**src/rtl/rst_pulse_gen.sv**
```systemverilog
module rst_pulse_gen #(
  parameter int PULSE_LEN = 512
) (
  input  logic       clk,
  input  logic       rst_n,
  input  logic       por_evt,
  input  logic       lvr_evt,
  input  logic       illegal_evt,
  input  logic       clkmon_evt,
  input  logic       wdog_evt,
  input  logic       osc_en,
  input  logic [2:0] wdog_rate,
  input  logic       pin_in,
  output logic       pin_drive_en,
  output logic       sys_rst,
  output logic [5:0] cause
);
  localparam int CW = $clog2(PULSE_LEN);

  logic [CW-1:0] cnt;
  logic          active, active_d, pin_q;
  logic [1:0]    hi_cnt;
  logic          ext_src;
  logic [5:0]    accepted;

  assign ext_src  = ~pin_q & ~active & ~active_d;
  assign accepted = {wdog_evt & (|wdog_rate), clkmon_evt & osc_en, illegal_evt,
                     ext_src, lvr_evt, por_evt};

  always_ff @(posedge clk or negedge rst_n) begin
    if (!rst_n) begin
      active   <= 1'b0;
      active_d <= 1'b0;
      cnt      <= '0;
      pin_q    <= 1'b1;
      hi_cnt   <= 2'd0;
      cause    <= '0;
    end else begin
      active_d <= active;
      pin_q    <= pin_in;
      if (|accepted) begin
        active <= 1'b1;
        cnt    <= '0;
      end else if (active) begin
        if (cnt == CW'(PULSE_LEN - 1)) active <= 1'b0;
        else cnt <= cnt + 1'b1;
      end
      if (active || !pin_q) hi_cnt <= 2'd0;
      else if (hi_cnt != 2'd2) hi_cnt <= hi_cnt + 2'd1;
      if (por_evt) cause <= 6'b000001;
      else cause <= cause | accepted;
    end
  end

  assign pin_drive_en = active;
  assign sys_rst      = active | (hi_cnt != 2'd2);

  logic [CW:0] run;
  always_ff @(posedge clk or negedge rst_n) begin
    if (!rst_n) run <= '0;
    else if (por_evt | lvr_evt | illegal_evt | (clkmon_evt & osc_en) | (wdog_evt & (|wdog_rate)))
      run <= '0;
    else if (pin_drive_en) run <= run + 1'b1;
    else run <= '0;
  end

  a_r1_drive_on: assert property (@(posedge clk) disable iff (!rst_n)
    (por_evt | lvr_evt | illegal_evt) |=> pin_drive_en);
  a_r2_pulse_len: assert property (@(posedge clk) disable iff (!rst_n)
    $fell(pin_drive_en) |-> run == (CW+1)'(PULSE_LEN));
  a_r3_clkmon_gate: assert property (@(posedge clk) disable iff (!rst_n)
    !osc_en |=> !$rose(cause[4]));
  a_r4_wdog_gate: assert property (@(posedge clk) disable iff (!rst_n)
    (wdog_rate == 3'd0) |=> !$rose(cause[5]));
  a_r5_restart_hold: assert property (@(posedge clk) disable iff (!rst_n)
    (pin_drive_en & lvr_evt) |=> pin_drive_en);
  a_r6_ext_needs_low: assert property (@(posedge clk) disable iff (!rst_n)
    $rose(cause[2]) |-> !$past(pin_in, 2));
  a_r7_por_clears: assert property (@(posedge clk) disable iff (!rst_n)
    por_evt |=> cause == 6'b000001);
  a_r8_release: assert property (@(posedge clk) disable iff (!rst_n)
    $fell(sys_rst) |-> !pin_drive_en && $past(pin_in, 2) && $past(pin_in, 3));
endmodule

```
**config.mk**
```make
export PLATFORM = sky130hd
export DESIGN_NAME = rst_pulse_gen
export DESIGN_NICKNAME = d
export VERILOG_FILES = /design/src/rtl/rst_pulse_gen.sv
export SDC_FILE = /design/constraint.sdc
export NUM_CORES = 1
export LEC_CHECK = 0
export ABC_AREA = 1
export BUFFER_PORTS_ARGS = -buffer_cell sky130_fd_sc_hd__buf_2
export CORE_ASPECT_RATIO = 1.25
export CORE_UTILIZATION = 30
export DETAILED_ROUTE_END_ITERATION = 8
export MAX_ROUTING_LAYER = met4
export SLEW_MARGIN = 10
export SYNTH_ARGS = -nofsm -noshare
export SYNTH_HDL_FRONTEND = slang
export SYNTH_SLANG_ARGS = --single-unit
```
**constraint.sdc**
```tcl
create_clock -name clk -period 4.42 [get_ports clk]
set_input_delay 0.221 -clock clk [delete_from_list [all_inputs] [get_ports clk]]
set_output_delay 0.221 -clock clk [all_outputs]
set_load 0.02 [all_outputs]
```
### Yosys cells after proc, flatten, opt, wreduce, memory -nomap -nowiden

Index checks and enable logic that the tools add are counted.
Widths: inputs -> output; s select.

| word-level totals | value |
|---|---|
| register bits after elaboration | 20 |
| latch bits | 0 |
| bits in writable memories | 0 |
| bits in read-only memories | 0 |
| output and inout port bits | 8 |
| memories | 0 |

| cells by class | value |
|---|---|
| add/subtract/negate cells | 2 |
| multiply operators | 0 |
| div/mod/pow operators | 0 |
| $lt $le $gt $ge | 0 |
| equal/unequal tests | 3 |
| shift-type cells | 0 |
| multiplexer cells | 9 |
| bitwise gates (word level) | 9 |
| reductions and logical operators | 7 |

Operators with widths:

| kind | number |
|---|---|
| $mux 9 | 3 |
| $add 9x1->9 const B | 1 |
| $eq 9x9->1 const B | 1 |
| $mux 6 | 1 |
| $or 6x6->6 | 1 |
| $reduce_or 6->1 | 1 |
| $and 1x1->1 | 4 |
| $mux 2 | 2 |
| $ne 2x2->1 const B | 2 |
| $reduce_bool 2->1 | 2 |
| $mux 1 | 3 |
| $not 1->1 | 3 |
| $reduce_or 3->1 | 1 |
| $add 2x1->2 const B | 1 |
| $reduce_and 2->1 | 1 |
| $logic_not 1->1 | 1 |
| $logic_or 1x1->1 | 1 |
| $or 1x1->1 | 1 |

### Longest topological paths before layout

Gate-level depths: netlist of the first run.

| depth | value |
|---|---|
| word-level depth | 6 |
| gate-level depth with buffers | 13 |

### Worst setup path after synthesis of the first run

No wires, ideal clock.

| timing path | value |
|---|---|
| path kind | register to register |
| start point | register cnt[0] |
| end point | register cnt[3] |
| data arrival time | 1566 ps |
| data required time | 4302 ps |
| slack | 2735 ps |
| stages on the path, launching flop included | 13 |
| path through | dfrtp_1 ha_1 nand2_1 inv_1 nand2_1 nor3b_1 ha_1 inv_1 nand2_4 clkinv_2 nand2_1 xor2_1 nor2_1 |

| on the way | value |
|---|---|
| longest elaborated chain between the ends | 4 |
| elaborated cells on any way between the ends | 7 |

RTL lines:

| what | line | text |
|---|---|---|
| from (decl) | 20 | `logic [CW-1:0] cnt;` |
| from (signal assigned) | 46 | `else cnt <= cnt + 1'b1;` |
| $add 9x1->9 | 46 |  |
| $mux 9 | 45 | `if (cnt == CW'(PULSE_LEN - 1)) active <= 1'b0;` |
| $mux 9 | 44 | `end else if (active) begin` |
| $mux 9 | 41 | `if (\|accepted) begin` |

Several ways; a longest one is shown, not always the timed one. The select of a mux whose other input is x is not followed.
A chain may end at the register's enable or synchronous reset.

### Worst setup path in the final report of the first run

Ends and elaborated chain as after synthesis.

==> results.txt, run 1 <==
Total global routing overflow: 0
Final core occ: 37.6%
Post-synth EDFFs: 0
Yosys top cell by area: dfrtp_1
Hold Crit Start: pin_in
Core Area: 3250 um2
Routed wire length: 1970 um
Clk pwr share: 36.4%
Wire length on met1: 874 um
Max-slew violations: 0
Worst skew pair latency: 0.26 ns
Post-Synthesis Cells: 120
Placement row count: 23
Max-cap violations: 0
Synth Net Count: 135
Inserted Diodes: 0
GRT Total Usage: 13.7%
Setup violators final: 0
Sequential Power Share: 55.3%
CP Capture Type: flip-flop
Post-synth top area share: 45.9%
Setup CP Type: reg -> reg
Register area share after synthesis: 48.4%
Top_reg_cell synth: dfrtp_1
Share of cells above drive strength 1: 25.2%
Clk slew on worst S/H paths: 0.07 ns
Outcome: finished, final reports clean
Top cells by area, synth: dfrtp_1 (46%), nor2_1 (8.0%), nand2_1 (7.2%)
Initial antenna violation count: 0
VDD IR max: 0.000136 V
Power, Total: 0.000340 W
Arrival @ worst endpoint: 2.05 ns
Largest net degree at the start of global routing: 21
Vias in the first global route: 828
Synth warn: 0
DP HPWL: 1500 um
DR top layer: met4
Slew Limit Headroom: 69.5%
Mean Syn Cell Area: 8.63 um2
Reg-to-Reg Start: cnt[0]$_DFFE_PN0P_
Tmin final: 1.89 ns
Startpoint of the worst setup timing path: cnt[0]$_DFFE_PN0P_
Routed len/inst: 10.9 um
Die span in x: 54.6 um
Worst-case clock buffer depth: 2
Min-delay worst type: in -> reg
CP max FO: 10
Setup_tns: 0 ns
Routed wl met3: 47 um
Post-CTS setup buffer count: 0
Flops & latches, synth: 20
Via-to-Cell Ratio: 4.65
Post-Syn Area: 1040 um2
H-tree levels: 1
Unrepaired setup endpoints after global routing: no
CTS Buf Count: 3
CP startpoint kind: flip-flop
Nets: 159
Die ar.: 3690 um2
Post-synthesis async set-or-reset flop share: 100%
Internal power: 0.000260 W
Clock tree sinks: 20
Final Cycle Share: 42.9%
RePlAce Congestion: 0.842
Clk root buf: clkbuf_8
Pwr/cell area: 278 nW/um2
Die height: 67.7 um
Final hold viol count: 0
Global-route wire length before repair: 3530 um
Critical path required time: 4.57 ns
Top Ports: 20
Initial DRC Count: 15
Net Sw Frac: 23.5%
Fmax: 528 MHz
Library cells used by synthesis: 25
Residual DRC: 0
Gate power share: 8.2%
Initial Utilization: 31.9%
P_sw: 0.0000798 W
Leakage: 0.563 nW
Met2 wire length: 1000 um
CTS tree: yes
Pre-antenna DRT Iters: 4
Antenna violation net count after detailed routing: 0
Slew @ Worst Pin: 0.457 ns
Port bufs: 19
Vias: 837
Area growth syn-to-layout: 17.9%
Clock Skew: 0.00233 ns
[path summary, 6_finish.rpt]
check,to,slack [ns],depth (start not counted)
setup / recovery,cnt[3]$_DFFE_PN0P_,2.53,12
hold / removal,pin_q$_DFF_PN1_,0.06,1
setup reg to reg,cnt[3]$_DFFE_PN0P_,2.53,12
hold reg to reg,cause[0]$_DFF_PN0_,0.47,1
max in group asynchronous,pin_q$_DFF_PN1_,3.63,2
min in group asynchronous,cause[0]$_DFF_PN0_,0.44,2
[power by group through the flow]
| stage | logic [W] | clock network [W] | registers [W] |
|---|---|---|---|
| final | 0.0000280 | 0.000124 | 0.000188 |
| after global routing | 0.0000316 | 0.000136 | 0.000188 |
| after CTS | 0.0000287 | 0.000127 | 0.000188 |
| after detailed placement | 0.0000280 | 0 | 0.000192 |
| after global placement | 0.0000273 | 0 | 0.000191 |
| after floorplan | 0.0000118 | 0 | 0.000195 |
[area by class of cell]
class                      instances  area (um2)
sequential                        20         502
inverter                          19        72.6
clock buffer                       4        45.0
timing repair buffer              20         105
multi-input combinational         80         450
fill                             335        2030
tap                               37        46.3
[cells in the mapped netlist, types with 2 or more instances]
cell      n
nand2_2   2
a21oi_1   4
dfrtp_1  19
nor3_1    2
nand2_4   2
nor3_2    2
nand4_1   8
ha_1      3
nor2_1   22
nand2_1  20
nand3_1   4
inv_1    17
o21ai_0   3
[flip-flops by register name, indices dropped and copies added, names as in the netlist]
register / cells
cause: 6
pin_q: 1
cnt: 9
hi_cnt: 2
active_d: 1
pin_drive_en: 1
[placed cells by master, fill, tap and decap left out]
cell type,instances
nor2_2,1
nand2_4,2
nand3_1,4
nor2_8,1
o21ai_0,3
or2_2,1
nand4_1,8
nand2_2,2
clkbuf_1,1
inv_1,17
buf_2,19
clkbuf_8,3
nor3_2,2
ha_1,3
nor3_1,2
dlygate4sd3_1,1
nand2_1,20
nor2_1,22
nor3b_1,1
o21bai_1,1
a21oi_1,4
inv_2,1
nor2_4,1
xor2_1,1
clkinv_2,1
dfstp_2,1
dfrtp_1,19
nand3_4,1
[what timing repair did]
item,4_1_cts,5_1_grt
resized for setup,0,0
hold buffers,1,0
endpoints found under the hold margin,19,0
setup endpoints to repair,0,0
[critical path, stage by stage, from the launching register on]
cell      delay (ns)
dfrtp_1         0.39
ha_1            0.21
nand2_1         0.06
inv_1           0.07
nand2_1         0.07
nor3b_1         0.21
ha_1            0.18
inv_1           0.06
nand2_4         0.11
clkinv_2        0.13
nand2_1         0.10
xor2_1          0.15
nor2_1          0.05
[kinds of logic (layout without fill, tap and decap cells)]
kind of cell / Yosys count / in the layout / share of synthesized area, %
and+or+nand+nor: 68 / 68 / 34.9
DFF: 20 / 20 / 48.4
buffers and inverters: 20 / 43 / 8.09
AOI/OAI and AO/OA: 8 / 8 / 4.11
adders and majority gates: 3 / 3 / 3.62
xor gates and xnor gates: 1 / 1 / 0.846
[routing by layer]
layer  GRT usage [%]  vias to the layer above
met1            15.7                      398
met5               -                        -
met2            22.7                       10
li1                -                      424
met3            2.70                        5
met4            5.77                        0
[through the flow]
| step | hold WS, ns | area, um2 | setup WS [ns] | cells |
|---|---|---|---|---|
| floorplan | -0.0746 | 1040 | 2.74 | 120 |
| global placement | 0.192 | 1170 | 2.65 | 175 |
| global route | 0.0490 | 1220 | 2.28 | 180 |
| CTS | 0.0561 | 1220 | 2.55 | 180 |
| detailed placement | 0.200 | 1170 | 2.57 | 175 |
| finish | 0.0591 | 1220 | 2.53 | 180 |
Note: power is estimated with default switching activity, not from simulation.
==> run 2: changes to the inputs <==
- clock period: 4.42 -> 1.7 ns (I/O delays scaled with it)
==> results.txt, run 2 (synthesis gave the netlist of run 1 again) <==
Critical path required time: 1.85 ns (-2.72 ns)
Slew Limit Headroom: 69.5% (about the same)
Commonest non-fill, non-tap cells in the layout: nor2_1 (21), dfrtp_1 (19), buf_2 (19), nand2_1 (17), inv_1 (15)
VDD IR max: 0.000414 V (+210%)
Vias: 880 (+5.1%)
Die ar.: 3690 um2 (unchanged)
CP startpoint kind: flip-flop
Pre-CTS setup slack: -0.0656 ns (-2.63 ns)
Final worst setup slack: 0.00670 ns (-2.52 ns)
Power, Total: 0.000885 W (+160%)
Final hold viol count: 0 (unchanged)
CP max FO: 8 (-2)
Most common cell after layout, fill and taps aside: nor2_1
Final core occ: 40.7% (+3.2 points)
Area growth syn-to-layout: 27.8%
Critical path buffers and inverters: 3 (unchanged)
Vias in the first global route: 876 (+5.8%)
Final Cycle Share: 99.6% (+57 points)
Inserted Diodes: 0 (unchanged)
CP Capture Type: flip-flop
Nets: 168 (+5.7%)
Clk slew on worst S/H paths: 0.07 ns (about the same)
Top Ports: 20 (unchanged)
Routed wire length: 2150 um (+9.1%)
Min-delay worst type: in -> reg
CP delay by family, top: simple AND/OR/NAND/NOR gates
Clock tree sinks: 20 (unchanged)
Filler cell count: 322 (-3.9%)
Die span in x: 54.6 um (unchanged)
Initial Utilization: 31.9% (unchanged)
GRT Total Usage: 13.8% (+0.11 points)
CTS tree: yes
Multi-input gate area: 475 um2 (+5.6%)
Tmin final: 1.69 ns (-0.202 ns)
Sequential Area: 502 um2 (unchanged)
Crit-path cells: ha_2 -> nand2_2 -> inv_2 -> nand2_2 -> nor3b_2 -> ha_2 -> inv_2 -> nand2_4 -> clkinv_4 -> nand2_2 -> xor2_1 -> nor2_1
Core Area: 3250 um2 (unchanged)
Die height: 67.7 um (unchanged)
Via-to-Cell Ratio: 4.66 (+0.13%)
Worst-case clock buffer depth: 2 (unchanged)
Unrepaired setup endpoints after global routing: yes
Worst skew pair latency: 0.26 ns (about the same)
Total global routing overflow: 0 (unchanged)
CP dominant cell by count: nand2_2
Global-route wire length before repair: 3460 um (-1.8%)
Setup violators final: 0 (unchanged)
Largest registers: cnt: 9 flops, cause: 6 flops, hi_cnt: 2 flops
Pwr/cell area: 669 nW/um2 (+140%)
H-tree levels: 1 (unchanged)
Max-slew violations: 0 (unchanged)
Share of cells above drive strength 1: 35.5% (+10 points)
Routed len/inst: 11.3 um (+3.9%)
Clock Skew: 0.00289 ns (+0.000562 ns)
Residual DRC: 0 (unchanged)
Fmax: 591 MHz (+12%)
RePlAce Congestion: 0.856 (+1.7%)
Outcome: finished, final reports clean
Leakage: 0.604 nW (+7.2%)
Max-cap violations: 0 (unchanged)
Initial DRC Count: 26 (+11)
Antenna violation net count after detailed routing: 0 (unchanged)
DP HPWL: 1640 um (+9.2%)
Initial antenna violation count: 0 (unchanged)
Pre-antenna DRT Iters: 4 (unchanged)
CP max stage cell: dfrtp_1
Arrival @ worst endpoint: 1.85 ns (-0.20 ns)
Slew @ Worst Pin: 0.458 ns (+0.000869 ns)
Largest net degree at the start of global routing: 21 (unchanged)
Setup CP Type: reg -> reg
CTS Buf Count: 3 (unchanged)
Port bufs: 19 (unchanged)
Placement row count: 23 (unchanged)
Largest stage delay, worst path: 0.36 ns (-0.03 ns)
Clk root buf: clkbuf_8
Largest Register: cnt
Largest register FFs: 9 (unchanged)
run 2: cell types whose count changed in the layout (fill, tap and decap cells not counted), moves of 2 or more:
cell	previous run	this run
nand2_1	20	17
ha_2	0	2
inv_2	1	3
nand2_2	2	5
buf_4	0	7
ha_1	3	1
inv_1	17	15
run 2: stage by stage:
step | TNS [ns] | instances | cell area, um2 | hold slack, ns
after detailed placement | -0.0937 | 182 | 1220 | 0.0686
after global routing | -0.241 | 189 | 1320 | 0.105
after global placement | 0 | 182 | 1220 | 0.0568
after floorplan | 0 | 120 | 1040 | -0.211
final | 0 | 189 | 1320 | 0.0773
after CTS | 0 | 188 | 1290 | 0.0775
run 2: repair_timing:
action / CTS / global route
endpoints found under the hold margin: 20 / 0
resized for setup: 3 / 9
endpoints found under the setup margin: 4 / 6
hold buffers: 2 / 0
pin swaps: 0 / 9
buffers inserted: 0 / 1
run 2: cell type report:
| type | instances | share of cell area, % |
|---|---|---|
| clock buffer | 4 | 3.40 |
| inverter | 19 | 5.77 |
| multi-input combinational | 80 | 35.9 |
| sequential | 20 | 37.9 |
| tap | 37 | 3.50 |
| timing repair buffer | 29 | 13.5 |
run 2: final timing paths:
check                                    from            endpoint  slack [ns]  cells past startpoint
setup / recovery           cnt[0]$_DFFE_PN0P_  cnt[3]$_DFFE_PN0P_       0.007                     12
hold / removal                        lvr_evt  cause[1]$_DFF_PN0_        0.08                      3
setup reg to reg           cnt[0]$_DFFE_PN0P_  cnt[3]$_DFFE_PN0P_       0.007                     12
hold reg to reg            cause[0]$_DFF_PN0_  cause[0]$_DFF_PN0_        0.46                      1
max in group asynchronous               rst_n     pin_q$_DFF_PN1_        1.05                      2
min in group asynchronous               rst_n  cnt[1]$_DFFE_PN0P_        0.30                      2
run 2: where the power goes:
| group | switching [W] | total [W] | internal (W) |
|---|---|---|---|
| clock | 0.000153 | 0.000320 | 0.000167 |
| combinational | 0.0000489 | 0.0000761 | 0.0000272 |
| sequential | 0.00000373 | 0.000489 | 0.000485 |
run 2: worst min-delay path: stages:
cell,delay [ns]
buf_2,0.10
nor2_1,0.04
nor2_1,0.07
run 2: metal layers:
layer	global-route usage [%]	routed length, um	vias up
met5	-	0	-
met4	9.62	69	0
met1	11.9	853	420
met3	2.70	49	4
met2	25.5	1170	15
li1	-	-	441
==> run 3: changes to the inputs <==
- clock period: 1.7 -> 1.9 ns (I/O delays scaled with it)
==> results.txt, run 3 (synthesis gave the netlist of run 1 again) <==
Clock tree sinks: 20 (unchanged)
Tmin final: 1.80 ns (+0.112 ns)
Routed wire length: 2080 um (-3.1%)
Post-placement cell count: 175 (-3.8%)
Die ar.: 3690 um2 (unchanged)
Final worst setup slack: 0.0951 ns (+0.0884 ns)
Arrival @ worst endpoint: 1.96 ns (+0.11 ns)
Leakage: 0.582 nW (-3.6%)
CP Capture Type: flip-flop
Slew Limit Headroom: 69.6% (+0.16 points)
Core Area: 3250 um2 (unchanged)
Initial antenna violation count: 0 (unchanged)
Initial DRC Count: 20 (-23%)
Residual DRC: 0 (unchanged)
Commonest non-fill, non-tap cells in the layout: nor2_1 (22), nand2_1 (19), dfrtp_1 (19), buf_2 (19), inv_1 (16)
Fmax: 554 MHz (-6.2%)
Largest registers: cnt: 9 flops, cause: 6 flops, hi_cnt: 2 flops
Worst-case clock buffer depth: 2 (unchanged)
Clk root buf: clkbuf_8
Most common cell after layout, fill and taps aside: nor2_1
Area growth syn-to-layout: 23.6%
Critical path required time: 2.05 ns (+0.20 ns)
Placement row count: 23 (unchanged)
Die height: 67.7 um (unchanged)
Nets: 164 (-2.4%)
Top Ports: 20 (unchanged)
Slew @ Worst Pin: 0.455 ns (-0.00236 ns)
GRT Total Usage: 13.7% (-0.11 points)
Vias in the first global route: 828 (-5.5%)
CTS Buf Count: 3 (unchanged)
Clk slew on worst S/H paths: 0.07 ns (about the same)
Initial Utilization: 31.9% (unchanged)
CP max FO: 8 (unchanged)
Largest net degree at the start of global routing: 21 (unchanged)
Final Cycle Share: 95.0% (-4.6 points)
Global-route wire length before repair: 3530 um (+1.8%)
VDD IR max: 0.000328 V (-21%)
Max-cap violations: 0 (unchanged)
DP HPWL: 1500 um (-8.4%)
Max-slew violations: 0 (unchanged)
Share of cells above drive strength 1: 31.1% (-4.4 points)
H-tree levels: 1 (unchanged)
Power, Total: 0.000794 W (-10%)
CP startpoint kind: flip-flop
CTS tree: yes
Setup CP Type: reg -> reg
Pre-antenna DRT Iters: 4 (unchanged)
Largest register FFs: 9 (unchanged)
Pwr/cell area: 620 nW/um2 (-7.2%)
Antenna violation net count after detailed routing: 0 (unchanged)
Outcome: finished, final reports clean
Vias: 854 (-3.0%)
Via-to-Cell Ratio: 4.62 (-0.86%)
RePlAce Congestion: 0.842 (-1.7%)
Die span in x: 54.6 um (unchanged)
Clock Skew: 0.00201 ns (-0.000882 ns)
Setup_tns: 0 ns (unchanged)
Largest Register: cnt
Total global routing overflow: 0 (unchanged)
Setup violators final: 0 (unchanged)
Filler cell count: 330 (+2.5%)
Final core occ: 39.4% (-1.3 points)
Routed len/inst: 11.2 um (-0.98%)
Port bufs: 19 (unchanged)
Worst skew pair latency: 0.26 ns (about the same)
Inserted Diodes: 0 (unchanged)
Pre-CTS setup slack: 0.0484 ns (+0.114 ns)
Non-Filler Instances: 185 (-2.1%)
Min-delay worst type: in -> reg
Final hold viol count: 0 (unchanged)
-- run 3: cell types whose count changed in the layout (fill, tap and decap cells not counted) --
| cell | before | now |
|---|---|---|
| inv_4 | 0 | 1 |
| nor2_1 | 21 | 22 |
| inv_1 | 15 | 16 |
| clkinv_4 | 1 | 0 |
| buf_4 | 7 | 4 |
| buf_6 | 1 | 0 |
| nand2_2 | 5 | 3 |
| inv_2 | 3 | 2 |
| nor2_2 | 2 | 1 |
| nand2_1 | 17 | 19 |
-- run 3: path summary, 6_finish.rpt --
kind,from,to,slack [ns],cells past startpoint
worst min-delay path,lvr_evt,cause[1]$_DFF_PN0_,0.08,3
worst max-delay path,cnt[0]$_DFFE_PN0P_,cnt[3]$_DFFE_PN0P_,0.1,12
worst min register to register,cause[0]$_DFF_PN0_,cause[0]$_DFF_PN0_,0.47,1
worst max register to register,cnt[0]$_DFFE_PN0P_,cnt[3]$_DFFE_PN0P_,0.1,12
min in group asynchronous,rst_n,cause[0]$_DFF_PN0_,0.31,2
max in group asynchronous,rst_n,pin_q$_DFF_PN1_,1.24,2
-- run 3: worst max-delay path: stages, from the launching register on --
cell,delay (ns)
dfrtp_1,0.40
ha_2,0.21
nand2_1,0.07
inv_2,0.07
nand2_2,0.07
nor3b_2,0.19
ha_2,0.19
inv_1,0.06
nand2_4,0.10
inv_4,0.06
nand2_1,0.07
xor2_1,0.15
nor2_1,0.05
-- run 3: area by class of cell --
| type | instances | area [um2] | area share, % |
|---|---|---|---|
| inverters | 19 | 73.8 | 5.77 |
| multi-input cells | 80 | 468 | 36.6 |
| flip-flops and latches | 20 | 502 | 39.2 |
| well taps | 37 | 46.3 | 3.62 |
| repair buffers | 25 | 145 | 11.3 |
| clock buffers | 4 | 45.0 | 3.52 |
-- run 3: layer usage --
| layer | vias up | GRT usage, % | wire length [um] |
|---|---|---|---|
| li1 | 434 | - | - |
| met1 | 411 | 15.7 | 908 |
| met2 | 7 | 22.7 | 1100 |
| met3 | 2 | 2.70 | 53 |
| met4 | 0 | 5.77 | 16 |
| met5 | - | - | 0 |
-- run 3: power by group --
group / total [W] / leakage [nW] / internal (W) / switching [W]
clock network: 0.000289 / 0.0228 / 0.000149 / 0.000139
logic: 0.0000677 / 0.305 / 0.0000243 / 0.0000434
registers: 0.000438 / 0.255 / 0.000434 / 0.00000396
total: 0.000794 / 0.582 / 0.000607 / 0.000187
-- run 3: repair_timing --
item | 4_1_cts | 5_1_grt
setup buffers | 0 | 4
setup endpoints to repair | 0 | 7
resized for setup | 0 | 7
hold buffers | 2 | 0
hold endpoints to repair | 20 | 0
-- run 3: metrics by stage --
stage	hold slack (ns)	area (um2)
after detailed placement	0.0743	1170
after CTS	0.0818	1230
final	0.0837	1280
after floorplan	-0.201	1040
after global routing	0.109	1280
after global placement	0.0664	1170
